==> src/rtl/timer_irq_router.sv <==
module timer_irq_router #(
  parameter int NT   = 4,
  parameter int NIRQ = 24,
  parameter int NPIC = 16,
  parameter int SELW = 5,
  parameter int AW   = 32,
  parameter int DW   = 32
) (
  input  logic               clk,
  input  logic               rst_n,
  input  logic               legacy_en,
  input  logic [NT-1:0]      tmr_evt,
  input  logic [NT-1:0]      tmr_level,
  input  logic [NT*SELW-1:0] route_sel,
  input  logic [NT-1:0]      msg_en,
  input  logic [NT*AW-1:0]   msg_addr,
  input  logic [NT*DW-1:0]   msg_data,
  input  logic               wr_ready,
  output logic [NT*NIRQ-1:0] cap_mask,
  output logic [NPIC-1:0]    pic_irq,
  output logic [NIRQ-1:0]    ioapic_irq,
  output logic               wr_valid,
  output logic [AW-1:0]      wr_addr,
  output logic [DW-1:0]      wr_data
);
  localparam int IW = (NT > 1) ? $clog2(NT) : 1;

  logic [NT-1:0] msg_act, irq_act, pend, req, gnt, take;
  logic [IW-1:0] gidx;
  logic          slot_free;
  logic [NIRQ-1:0] cap_any;

  genvar g;
  generate
    for (g = 0; g < NT; g++) begin : g_cap
      logic [NIRQ-1:0] c;
      always_comb begin
        c = '0;
        for (int i = 20; i < 24 && i < NIRQ; i++) c[i] = 1'b1;
        if (g == 2 && NIRQ > 11) c[11] = 1'b1;
        if (g == 3 && NIRQ > 12) c[12] = 1'b1;
      end
      assign cap_mask[g*NIRQ +: NIRQ] = c;
    end
  endgenerate

  assign msg_act = msg_en & ~tmr_level;
  assign irq_act = tmr_evt & ~msg_act;

  always_comb begin
    pic_irq    = '0;
    ioapic_irq = '0;
    for (int t = 0; t < NT; t++) begin
      int s;
      s = int'(route_sel[t*SELW +: SELW]);
      if (irq_act[t]) begin
        if (legacy_en && t == 0) begin
          pic_irq[0]    = 1'b1;
          ioapic_irq[2] = 1'b1;
        end else if (legacy_en && t == 1) begin
          pic_irq[8]    = 1'b1;
          ioapic_irq[8] = 1'b1;
        end else if (s < NIRQ && cap_mask[t*NIRQ + s]) begin
          ioapic_irq[s] = 1'b1;
          if (s < NPIC) pic_irq[s] = 1'b1;
        end
      end
    end
  end

  assign req       = pend | (tmr_evt & msg_act);
  assign slot_free = !wr_valid || wr_ready;

  always_comb begin
    gnt  = '0;
    gidx = '0;
    for (int t = NT-1; t >= 0; t--)
      if (req[t]) begin
        gnt  = '0;
        gnt[t] = 1'b1;
        gidx = IW'(t);
      end
  end

  assign take = slot_free ? gnt : '0;

  always_ff @(posedge clk) begin
    if (!rst_n) begin
      pend     <= '0;
      wr_valid <= 1'b0;
      wr_addr  <= '0;
      wr_data  <= '0;
    end else begin
      pend <= req & ~take;
      if (slot_free) begin
        wr_valid <= |req;
        if (|req) begin
          wr_addr <= msg_addr[gidx*AW +: AW];
          wr_data <= msg_data[gidx*DW +: DW];
        end
      end
    end
  end

  always_comb begin
    cap_any = '0;
    for (int t = 0; t < NT; t++) cap_any = cap_any | cap_mask[t*NIRQ +: NIRQ];
  end

  a_r3_io_in_caps: assert property (@(posedge clk) disable iff (!rst_n)
    (ioapic_irq & ~(cap_any | (legacy_en ? NIRQ'(24'h000104) : '0))) == '0);
  a_r6_msg_silent: assert property (@(posedge clk) disable iff (!rst_n)
    ((tmr_evt & ~msg_act) == '0) |-> (pic_irq == '0 && ioapic_irq == '0));
  a_r4_legacy_t0: assert property (@(posedge clk) disable iff (!rst_n)
    (legacy_en && tmr_evt[0] && !msg_act[0]) |-> (pic_irq[0] && ioapic_irq[2]));
  a_r7_issue: assert property (@(posedge clk) disable iff (!rst_n)
    ((tmr_evt & msg_act) != '0 && slot_free) |=> wr_valid);
  a_r8_hold: assert property (@(posedge clk) disable iff (!rst_n)
    (wr_valid && !wr_ready) |=> (wr_valid && $stable(wr_addr) && $stable(wr_data)));
  a_r8_one_grant: assert property (@(posedge clk) disable iff (!rst_n) $onehot0(take));
endmodule

==> config.mk <==
export PLATFORM = sky130hd
export DESIGN_NAME = timer_irq_router
export DESIGN_NICKNAME = d
export VERILOG_FILES = /design/src/rtl/timer_irq_router.sv
export SDC_FILE = /design/constraint.sdc
export NUM_CORES = 1
export LEC_CHECK = 0
export ABC_AREA = 1
export BUFFER_PORTS_ARGS = -buffer_cell sky130_fd_sc_hd__buf_2
export CAP_MARGIN = 20
export CORE_AREA = 5 5 187 189
export CTS_CLUSTER_SIZE = 30
export DETAILED_ROUTE_END_ITERATION = 10
export DIE_AREA = 0 0 192 194
export GPL_ROUTABILITY_DRIVEN = 0
export GPL_TIMING_DRIVEN = 0
export MAX_ROUTING_LAYER = met4
export PLACE_DENSITY = 0.53
export SKIP_CTS_REPAIR_TIMING = 1
export SLEW_MARGIN = 0
export SYNTH_ARGS = -nofsm -noshare
export SYNTH_HDL_FRONTEND = slang
export SYNTH_SLANG_ARGS = --single-unit
==> constraint.sdc <==
create_clock -name clk -period 1.4 [get_ports clk]
set_clock_uncertainty 0.05 [all_clocks]
set_input_delay 0.07 -clock clk [delete_from_list [all_inputs] [get_ports clk]]
set_output_delay 0.07 -clock clk [all_outputs]
set_load 0.005 [all_outputs]
==> results of run 1 <==
==> area by class of cell <==
| class | count | share of cell area (%) |
|---|---|---|
| Antenna cell | 2 | 0.0376 |
| Buffer | 183 | 13.3 |
| Clock buffer | 10 | 1.79 |
| Clock inverter | 5 | 0.451 |
| Inverter | 360 | 10.5 |
| Multi-Input combinational cell | 903 | 39.3 |
| Sequential cell | 69 | 10.4 |
| Tap cell | 448 | 4.21 |
| Timing Repair Buffer | 427 | 20.1 |
| Timing Repair inverter | 1 | 0.0376 |
==> stage by stage <==
step | cells | setup slack (ps)
finish | 2408 | -195
detailed placement | 2348 | -696
global placement | 2348 | -681
CTS | 2363 | -695
global route | 2408 | -292
floorplan | 1515 | 29.0
==> sequential cells by signal (all words and copies together) (netlist names) <==
signal	count
wr_addr	32
wr_data	32
pend	4
wr_valid	1
==> critical path, stage by stage, from the launching register on <==
cell and delay (ps):
dfxtp_1 310, inv_2 60, o21ai_4 60, nor2_4 180, o21ai_4 80, buf_12 150, buf_16 160, clkbuf_16 160
nand3_1 90, nand3_2 80, nand2_1 80, inv_1 30
==> cells in the final DEF, fill, tap and decap left out, types with 3 or more instances in the layout <==
cell and count:
nand4_1 5, nor3_1 5, clkbuf_16 27, nand2_8 4, buf_8 23, clkinv_4 3
nor2_1 148, o21ai_2 6, buf_6 22, ha_1 5, o21ai_4 3, buf_4 127
conb_1 107, clkbuf_1 5, buf_2 383, nand2_4 23, dfxtp_1 68, nand3_2 102
nor3_4 4, inv_8 3, nand2_1 176, nand2_2 37, inv_2 8, nor2_2 4
o22ai_2 11, nand3_1 230, a31oi_1 3, buf_12 20, inv_1 344, clkbuf_4 7
nand3_4 8
==> where the power goes <==
part | switching, W | internal (W)
Clock | 0.00102 | 0.00143
Sequential | 0.000141 | 0.00225
Combinational | 0.00279 | 0.00241
Total | 0.00394 | 0.00610
==> metal layers <==
metal	share of wire, %	vias to the layer above	track usage, %
met5	0	-	-
met4	1.7	0	4.01
met3	7.1	47	3.93
met2	49	402	31.5
met1	42	4501	21.5
li1	-	5132	-
==> cells by family (layout without fill, tap and decap cells) <==
| group | count (synthesis) | in the layout | synth area share (%) |
|---|---|---|---|
| AND/OR/NAND/NOR | 752 | 752 | 43.1 |
| AO/OA/AOI/OAI | 35 | 35 | 2.85 |
| flip-flops | 69 | 69 | 18.0 |
| buffers and inverters | 543 | 986 | 34.4 |
| other | 2 | 109 | 0.0978 |
| adder cells (fa/ha/maj) | 9 | 9 | 1.47 |
==> how the worst max path moves through the flow <==
stage	depth (start not counted)	slack [ps]	start	to
6_report	11	-200	pend[1]$_SDFF_PN0_	wr_data[10]$_SDFFE_PN0P_
4_1_cts	10	-700	pend[0]$_SDFF_PN0_	wr_data[0]$_SDFFE_PN0P_
3_3_place_gp	10	-680	pend[0]$_SDFF_PN0_	wr_data[0]$_SDFFE_PN0P_
5_1_grt	13	-290	pend[2]$_SDFF_PN0_	wr_data[3]$_SDFFE_PN0P_
3_5_place_dp	10	-700	pend[0]$_SDFF_PN0_	wr_data[0]$_SDFFE_PN0P_
2_1_floorplan	7	30	route_sel[9]	pic_irq[5]
==> flow_summary.json, run 1 <==
{
  "status": "finished, violations left",
  "violations": "setup timing",
  "maxCapViolCount": 0,
  "antenna_found_initial": 2,
  "postPlaceCellArea_sq_um": 10600,
  "insertion_delay_ps": 340,
  "seq_area_sq_um": 1380,
  "nets": 2255,
  "synthMostInstantiatedCell": "inv_1",
  "post_synth_num_cell_types": 31,
  "synthArstFlopShare_pct": 0,
  "design_area_sq_um": 13300,
  "core_area_sq_um": 33100,
  "grt_pass1_wl_um": 52100,
  "ys_seq_area_share_pct": 18.0,
  "synth_edf_count": 0,
  "area_growth_pct": 73.5,
  "reg2regPathDepth": 11,
  "grt_use_total_pct": 18.2,
  "ant_nets": 0,
  "drive_gt1_share_pct": 43.5,
  "dp_hpwl_um": 28900,
  "portBuffers": 385,
  "ys_ff_latch": 69,
  "io_pins": 493,
  "hold_violations": 0,
  "cp-end-kind": "flip-flop",
  "rsz0062_at_grt": "true",
  "dr_total_vias": 10082,
  "synth_area_per_cell_sq_um": 5.44,
  "fin_crit_ps": 1600,
  "nFillCells": 3621,
  "hold_path_end": "wr_data[29]$_SDFFE_PN0P_",
  "syn_area_sq_um": 7680,
  "whs_ps": 63.1,
  "drv_slew": 0,
  "fin_ws_ps": -195,
  "setup_tns_ps": -13120,
  "synthFlopType": "dfxtp_1",
  "die_y_um": 194,
  "dieArea_sq_um": 37200,
  "netlist.area_leader.share_pct": 22.1,
  "drc": 0,
  "synth_warnings": 0,
  "dr.pass1.iters": 5,
  "reg2reg_slack_ps": -200,
  "rows": 67,
  "syn-instance-count": 1410,
  "criticalPathCategory": "flip-flop to flip-flop",
  "cts-htree-levels": 3,
  "numCtsBuffers": 9,
  "vias_per_cell": 4.19,
  "wire_per_inst_um": 16.0,
  "cp_data_arrival_time_ps": 1800,
  "p_leak_nw": 8.13,
  "max_freq_mhz": 627,
  "r2r-start": "pend[1]$_SDFF_PN0_",
  "grt_max_degree": 13,
  "die_w_um": 192,
  "timing.final.crit_share_pct": 114,
  "setup_violations": 88,
  "final_util_pct": 40.2,
  "synth_common_cells": "inv_1 (357), nand3_1 (339), nand2_1 (235), nor2_1 (154), buf_4 (118)",
  "cts.path.max_buffers": 2,
  "slew_headroom_pct": 64.5,
  "p_total_w": 0.0100,
  "hold_path_class": "input port to flip-flop",
  "worstHoldStart": "msg_data[93]",
  "wl_um": 38600,
  "hold_depth": 7,
  "power_density_nw_per_um2": 754,
  "cts.clk_slew.worst_paths_ps": 70,
  "multi_input_area_sq_um": 5230,
  "initial_core_util_pct": 23.2,
  "cp_max_fo": 8,
  "synth_area_leaders": "nand3_1 (22%), dfxtp_1 (18%), inv_1 (17%), buf_4 (12%), nand2_1 (11%)",
  "reg2reg_to": "wr_data[10]$_SDFFE_PN0P_",
  "irDropWorstVdd_uv": 437,
  "drt_iter0_drc": 393,
  "cp-start-kind": "flip-flop",
  "cts_tree": "built",
  "yosysTopAreaCell": "nand3_1",
  "cts-root-buf": "clkbuf_16",
  "overflow": 0,
  "cp_data_required_time_ps": 1600,
  "worst_pin_slew_ps": 532,
  "clock_sinks": 69,
  "grt_pass1_vias": 9548
}
Power figures use the tool's default switching activity.
==> inputs of run 2 (changes only) <==
ABC_AREA = unset   (was 1)
CELL_PAD_IN_SITES_DETAIL_PLACEMENT = 1   (was unset)
CELL_PAD_IN_SITES_GLOBAL_PLACEMENT = 1   (was unset)
CORE_AREA = 5 5 188 190   (was 5 5 187 189)
DIE_AREA = 0 0 193 195   (was 0 0 192 194)
PLACE_DENSITY = 0.62   (was 0.53)
==> flow_summary.json, run 2 <==
{
  "status": "finished, violations left",
  "violations": "hold timing, setup timing",
  "die_y_um": 195,
  "slew_headroom_pct": 60.8,
  "area_growth_pct": 71.1,
  "pwr-share-seq_pct": 30.3,
  "synth_edf_count": 0,
  "top_regs": "wr_addr x32, wr_data x32, pend x4",
  "max_freq_mhz": 555,
  "met2_usage_pct": 29.2,
  "timing.final.crit_share_pct": 129,
  "drt_iter0_drc": 169,
  "cts.clk_slew.worst_paths_ps": 60,
  "cp_data_required_time_ps": 1580,
  "p_total_w": 0.00765,
  "core_area_sq_um": 33300,
  "met1_usage_pct": 18.0,
  "netlist.area_leader.share_pct": 25.6,
  "fin_crit_ps": 1800,
  "wire_per_inst_um": 19.3,
  "p_sw_w": 0.00245,
  "ant_nets": 0,
  "die_w_um": 193,
  "grt_pass1_wl_um": 44700,
  "io_pins": 493,
  "syn_area_sq_um": 5400,
  "setup_violations": 90,
  "comb_power_share_pct": 35.1,
  "yosysTopAreaCell": "dfxtp_1",
  "cts-root-buf": "clkbuf_16",
  "cp_data_arrival_time_ps": 1980,
  "grt_pass1_vias": 7468,
  "syn-instance-count": 682,
  "drc": 0,
  "dp_cells": 1620,
  "initial_core_util_pct": 16.2,
  "cts.path.max_buffers": 2,
  "cts_tree": "built",
  "hold_path_class": "input port to flip-flop",
  "synth_area_per_cell_sq_um": 7.92,
  "cp-end-kind": "flip-flop",
  "dp_hpwl_um": 25600,
  "portBuffers": 385,
  "drv_slew": 0,
  "rsz0062_at_grt": "true",
  "wl_um": 31800,
  "dieArea_sq_um": 37600,
  "whs_ps": -45.5,
  "ys_seq_area_share_pct": 25.6,
  "met3_usage_pct": 2.96,
  "hold_violations": 1,
  "cp_max_fo": 10,
  "criticalPathCategory": "flip-flop to flip-flop",
  "busiest_layer": "met2",
  "finalNonFillerCells": 1652,
  "p_clk_share_pct": 34.5,
  "p_leak_nw": 4.53,
  "ys_ff_latch": 69,
  "rows": 67,
  "synthFlopType": "dfxtp_1",
  "p_int_w": 0.00520,
  "dr.pass1.iters": 4,
  "overflow": 0,
  "synth_common_cells": "buf_4 (112), nor2_1 (73), dfxtp_1 (69), nor3_1 (67), o21ai_0 (67)",
  "antenna_found_initial": 2,
  "layout_commonest_cell": "buf_2",
  "drive_gt1_share_pct": 51.5,
  "final_util_pct": 27.8,
  "synthMostInstantiatedCell": "buf_4",
  "grt_max_degree": 13,
  "vias_per_cell": 4.25,
  "postPlaceCellArea_sq_um": 8330,
  "layout.cells.most_common_list": "buf_2 (387), buf_4 (123), conb_1 (107)",
  "post_synth_num_cell_types": 44,
  "maxCapViolCount": 0,
  "worst_pin_slew_ps": 588,
  "clock_sinks": 69,
  "design_area_sq_um": 9250,
  "nets": 1498,
  "grt_use_total_pct": 16.0,
  "cp-start-kind": "flip-flop",
  "cts-htree-levels": 3,
  "synth_warnings": 0,
  "power_density_nw_per_um2": 827,
  "swShare_pct": 32.1,
  "irDropWorstVdd_uv": 491,
  "fin_ws_ps": -402,
  "nFillCells": 4195,
  "dr_total_vias": 7018,
  "insertion_delay_ps": 340,
  "numCtsBuffers": 9,
  "synthArstFlopShare_pct": 0,
  "synth_area_leaders": "dfxtp_1 (26%), buf_4 (16%), a32o_1 (12%), o22a_1 (11%), nor3_1 (6.2%)"
}
run 2: final timing paths:
| path | slack (ps) | cells past startpoint | endpoint | from |
|---|---|---|---|---|
| setup / recovery | -400 | 6 | wr_data[25]$_SDFFE_PN0P_ | pend[3]$_SDFF_PN0_ |
| hold / removal | -50 | 4 | pend[0]$_SDFF_PN0_ | wr_ready |
| setup reg to reg | -400 | 6 | wr_data[25]$_SDFFE_PN0P_ | pend[3]$_SDFF_PN0_ |
| hold reg to reg | 410 | 1 | wr_data[16]$_SDFFE_PN0P_ | wr_data[16]$_SDFFE_PN0P_ |
run 2: cells by family after synthesis:
family                   share of synthesized area (%)
AO/OA/AOI/OAI                                     33.3
other                                            0.139
buffers and inverters                             21.3
AND/OR/NAND/NOR                                   17.6
flip-flops                                        25.6
adder cells (fa/ha/maj)                           2.08
run 2: power groups by stage:
stage	Clock, W	Sequential, W	Combinational [W]
6_report	0.00264	0.00232	0.00269
5_1_grt	0.00283	0.00235	0.00295
4_1_cts	0.00276	0.00232	0.00246
3_5_place_dp	0	0.00237	0.00245
3_3_place_gp	0	0.00235	0.00242
2_1_floorplan	0	0.00239	0.00127
run 2: worst max-delay path: stages, from the launching register on:
cell and delay, ps:
dfxtp_1 310, or2_4 260, o31a_1 310, buf_12 170
buf_8 140, o22a_1 220, a32o_1 220
run 2: per-layer routing:
| metal | part of all wire (%) | vias to the layer above | routed length (um) |
|---|---|---|---|
| li1 | - | 3379 | - |
| met1 | 40 | 3334 | 12700 |
| met2 | 53 | 286 | 16700 |
| met3 | 6.4 | 19 | 2030 |
| met4 | 1.0 | 0 | 329 |
| met5 | 0 | - | 0 |
run 2: layout make-up:
class,count,area [sq um],share of cell area (%)
multi-input combinational,544,3520,38.0
timing repair buffer,400,2110,22.8
sequential,69,1390,15.0
buffer,163,1290,13.9
tap,448,561,6.06
clock buffer,10,239,2.58
clock inverter,6,86.3,0.934
inverter,10,55.1,0.595
antenna,2,5.00,0.0541
run 2: per-stage QoR:
step	TNS, ps	setup WS [ps]	hold slack, ps
after floorplan	-14240	-257	132
after global routing	-34870	-458	-29.6
after detailed placement	-80580	-1300	302
after global placement	-76340	-1210	292
final	-28100	-402	-45.5
after CTS	-74310	-1210	-71.5
